--- src/rtl/swallow_div.sv ---
module swallow_div #(
  parameter int A_W = 7,
  parameter int B_W = 11
) (
  input  logic           pclk,
  input  logic           rst_n,
  input  logic           pd,
  input  logic [A_W-1:0] a_val,
  input  logic [B_W-1:0] b_val,
  input  logic           pre_sel,
  output logic           mod_hi,
  output logic           fb_pulse,
  output logic           pre_q
);

  logic [B_W-1:0] b_cnt;
  logic [A_W-1:0] a_cnt;
  logic           live;
  logic           reload;

  assign reload = (b_cnt == '0);

  always_ff @(posedge pclk or negedge rst_n) begin
    if (!rst_n) begin
      b_cnt <= '0;
      a_cnt <= '0;
      live  <= 1'b0;
      pre_q <= 1'b0;
    end else if (pd) begin
      b_cnt <= '0;
      a_cnt <= '0;
      live  <= 1'b0;
    end else begin
      live <= 1'b1;
      if (reload) begin
        b_cnt <= b_val - 1'b1;
        a_cnt <= a_val;
        pre_q <= pre_sel;
      end else begin
        b_cnt <= b_cnt - 1'b1;
        if (a_cnt != '0) a_cnt <= a_cnt - 1'b1;
      end
    end
  end

  assign mod_hi   = (a_cnt != '0);
  assign fb_pulse = live & reload;

endmodule


--- config.mk ---
export PLATFORM = sky130hd
export DESIGN_NAME = swallow_div
export DESIGN_NICKNAME = d
export VERILOG_FILES = /design/src/rtl/swallow_div.sv
export SDC_FILE = /design/constraint.sdc
export NUM_CORES = 1
export LEC_CHECK = 0
export CORE_MARGIN = 4
export CORE_UTILIZATION = 50
export CTS_CLUSTER_SIZE = 10
export DETAILED_ROUTE_END_ITERATION = 7
export DONT_BUFFER_PORTS = 1
export PLACE_DENSITY_LB_ADDON = 0.05
export SYNTH_ARGS = -nofsm -noshare
export SYNTH_HDL_FRONTEND = slang
export SYNTH_SLANG_ARGS = --single-unit
export TNS_END_PERCENT = 50
--- constraint.sdc ---
create_clock -name pclk -period 3.5 [get_ports pclk]
set_input_delay 0.7 -clock pclk [delete_from_list [all_inputs] [get_ports pclk]]
set_output_delay 0.7 -clock pclk [all_outputs]
set_load 0.05 [all_outputs]
==> flow_summary.toml <==
[final_layout]
multiInputGateArea_sq_um = 676
area_growth_pct = 4.25
drive_above_1_share = 0.131
regArea_sq_um = 500
fillers = 207
nets = 155
diodes = 0

[detailed_routing]
drt_iter0_markers = 29
vias = 966
ant_nets = 0
drc = 0
vias_per_cell = 6.11
dr.pass1.iters = 4
wl_per_cell_um = 16.7
wl_mm = 2.64

[synthesis]
netlist_instances = 132
yosysTopAreaCell = "dfrtp_1"
yosysSeqAreaShare = 0.404
mappedNetlistArea_sq_mm = 0.00124
synthTopCellsByArea = "dfrtp_1 (40%), nor2_1 (6.4%), a21oi_1 (5.7%)"
ys_top_cells_by_count = "nor2_1 (21), dfrtp_1 (20), a21oi_1 (14), nor3_1 (9), xor2_1 (7)"
synth_cell_types = 40
ys_ff_latch = 20
ys.flop_type = "dfrtp_1"
syn_avg_cell_area_sq_um = 9.37
synth_edf_count = 0
yosysMostFrequentCell = "nor2_1"
syn-num-nets = 156
yosysWarnings = 0
synthArstFlopShare = 1.00
synth_top_area_frac = 0.404

[clock_network]
cts_buffers = 3
ctsHoldBuffers = 0
cts-root-buf = "clkbuf_4"
htree_levels = 1
cts.path.max_buffers = 2
cts_tree = "done"
clkLatencyLatePin_ps = 300
cts_resized = 0
clk_pin_slew_ps = 120
cts_setup_buffers = 0
clock-sinks = 20

[timing]
grt_setup_unrepaired = "no"
setup_viol = 0
clock_skew_ps = 2.88
worst_slew_pin_slew_ps = 556
fin_crit_sh = 0.869
slew_violations = 0
layout_setup_ws_ps = 460
slew_headroom = 0.626
clock.fmax_mhz = 329
tns_ps = 0
fin_crit_ps = 3040
finalHoldViolations = 0

[die]
core_sq_mm = 0.00228
start_util = 0.544
die_h_um = 57.8
num_io_pins = 25
row_count = 17
fp.dieArea_sq_mm = 0.00334
dieWidth_um = 57.8

[critical_path]
slowest_stage = "or4_1"
rr_startpoint = "b_cnt[3]$_DFF_PN0_"
path_buf_inv = 0
crit_family = "simple AND/OR/NAND/NOR gates"
worst-path-stages = 3
end_kind = "output pin"
critPathArrivalTime_ps = 2340
start_kind = "register"
max_stage_delay_ps = 690
reg2reg_depth = 9
r2r-end = "b_cnt[8]$_DFF_PN0_"
endpoint = "fb_pulse"
crit_start = "b_cnt[3]$_DFF_PN0_"
crit_type = "reg -> out"
timing.critical_path.cells = "or4_1, nor3_4, and2_1"
worst-path-max-fanout = 10
r2r_slack_ps = 840
required_ps = 2800

[power]
p_comb_frac = 0.533
p_total_mw = 1.22
ir_drop_v = 0.000515
switchingPower_mw = 0.538
clkPwrFrac = 0.156
p_per_area_mw_per_mm2 = 950
cellLeakagePower_nw = 0.543
internal-power_mw = 0.687
switching_share = 0.439
seq_power_share = 0.312

[outcome]
status = "completed"

[placed_design]
gp_congestion = 0.827
place_hpwl_mm = 1.94
io_buffers = 0
dp_worst_setup_slack_ps = 802

[hold_path]
hp-class = "in -> async"

[grt]
grt_max_degree = 22
antenna_found_initial = 0
grt_usage = 0.174
grt_pass1_vias = 966
grt_pass1_wl_mm = 4.61
grt_overflow = 0

[run]
max_cap_viol_count = 0
==> registers in the layout, summed over array words and instances (netlist names) <==
register,cells
a_cnt,7
b_cnt,11
live,1
pre_q,1
==> how the worst min path moves through the flow <==
stage | startpoint | endpoint | slack, ps
after CTS | rst_n | b_cnt[5]$_DFF_PN0_ | 50
final | rst_n | a_cnt[0]$_DFFE_PN0P_ | 70
after floorplan | rst_n | a_cnt[0]$_DFFE_PN0P_ | 400
after global routing | rst_n | pre_q$_DFFE_PN0P_ | 40
after detailed placement | rst_n | b_cnt[10]$_DFF_PN0_ | 410
after global placement | rst_n | b_cnt[5]$_DFF_PN0_ | 410
==> cells by family after synthesis <==
logic type | after synthesis | synth area share
and+or+nand+nor | 53 | 0.237
AOI/OAI and AO/OA | 33 | 0.202
DFF | 20 | 0.404
buffers and inverters | 12 | 0.0495
xor gates and xnor gates | 11 | 0.0779
adders and majority gates | 2 | 0.0202
muxes | 1 | 0.00910
==> cell usage in the layout (no fill, tap or decap), types with 3 or more instances in the layout <==
cell type	n
nor2_1	21
dfrtp_1	20
a21oi_1	14
nor3_1	9
xor2_1	7
inv_1	5
or3_1	4
a211oi_1	4
xnor2_1	4
nand2_1	3
a22oi_1	3
clkbuf_4	3
==> power groups by stage <==
| stage | combinational (mW) | clock [mW] | sequential [mW] |
|---|---|---|---|
| floorplan | 0.589 | 0 | 0.369 |
| global placement | 0.641 | 0 | 0.385 |
| detailed placement | 0.651 | 0 | 0.385 |
| CTS | 0.653 | 0.198 | 0.382 |
| global route | 0.735 | 0.207 | 0.393 |
| finish | 0.652 | 0.191 | 0.382 |
==> layout make-up <==
class	count	area share
multi-input cells	100	0.524
flip-flops and latches	20	0.388
repair buffers	1	0.00582
well taps	28	0.0272
inverters	5	0.0145
clock buffers	3	0.0175
clock inverters	1	0.0233
==> per-stage QoR <==
stage | util | instance area, sq um | hold WS (ps) | instances
2_1_floorplan | - | 1240 | 404 | 132
5_1_grt | 0.567 | 1290 | 40.2 | 158
3_5_place_dp | 0.544 | 1240 | 405 | 154
3_3_place_gp | 0.544 | 1240 | 405 | 154
6_report | 0.567 | 1290 | 71.3 | 158
4_1_cts | 0.567 | 1290 | 47.9 | 158
==> worst register-to-register path, stage by stage, from the launching register on <==
cell,delay (ps)
dfrtp_1,440
or4_1,690
nor3_4,400
a21oi_1,150
ha_1,230
nand2b_1,120
or4b_1,140
a21oi_1,50
a211oi_1,250
a31o_2,140
==> metal layers <==
layer,vias up,share of wire,routed length [um],global-route usage
li1,470,-,-,-
met1,470,0.48,1270,0.240
met5,-,0,0,0
met3,2,0.060,158,0.0401
met2,24,0.45,1190,0.268
met4,0,0.0068,18,0.0596
(Power assumes the default switching activity.)
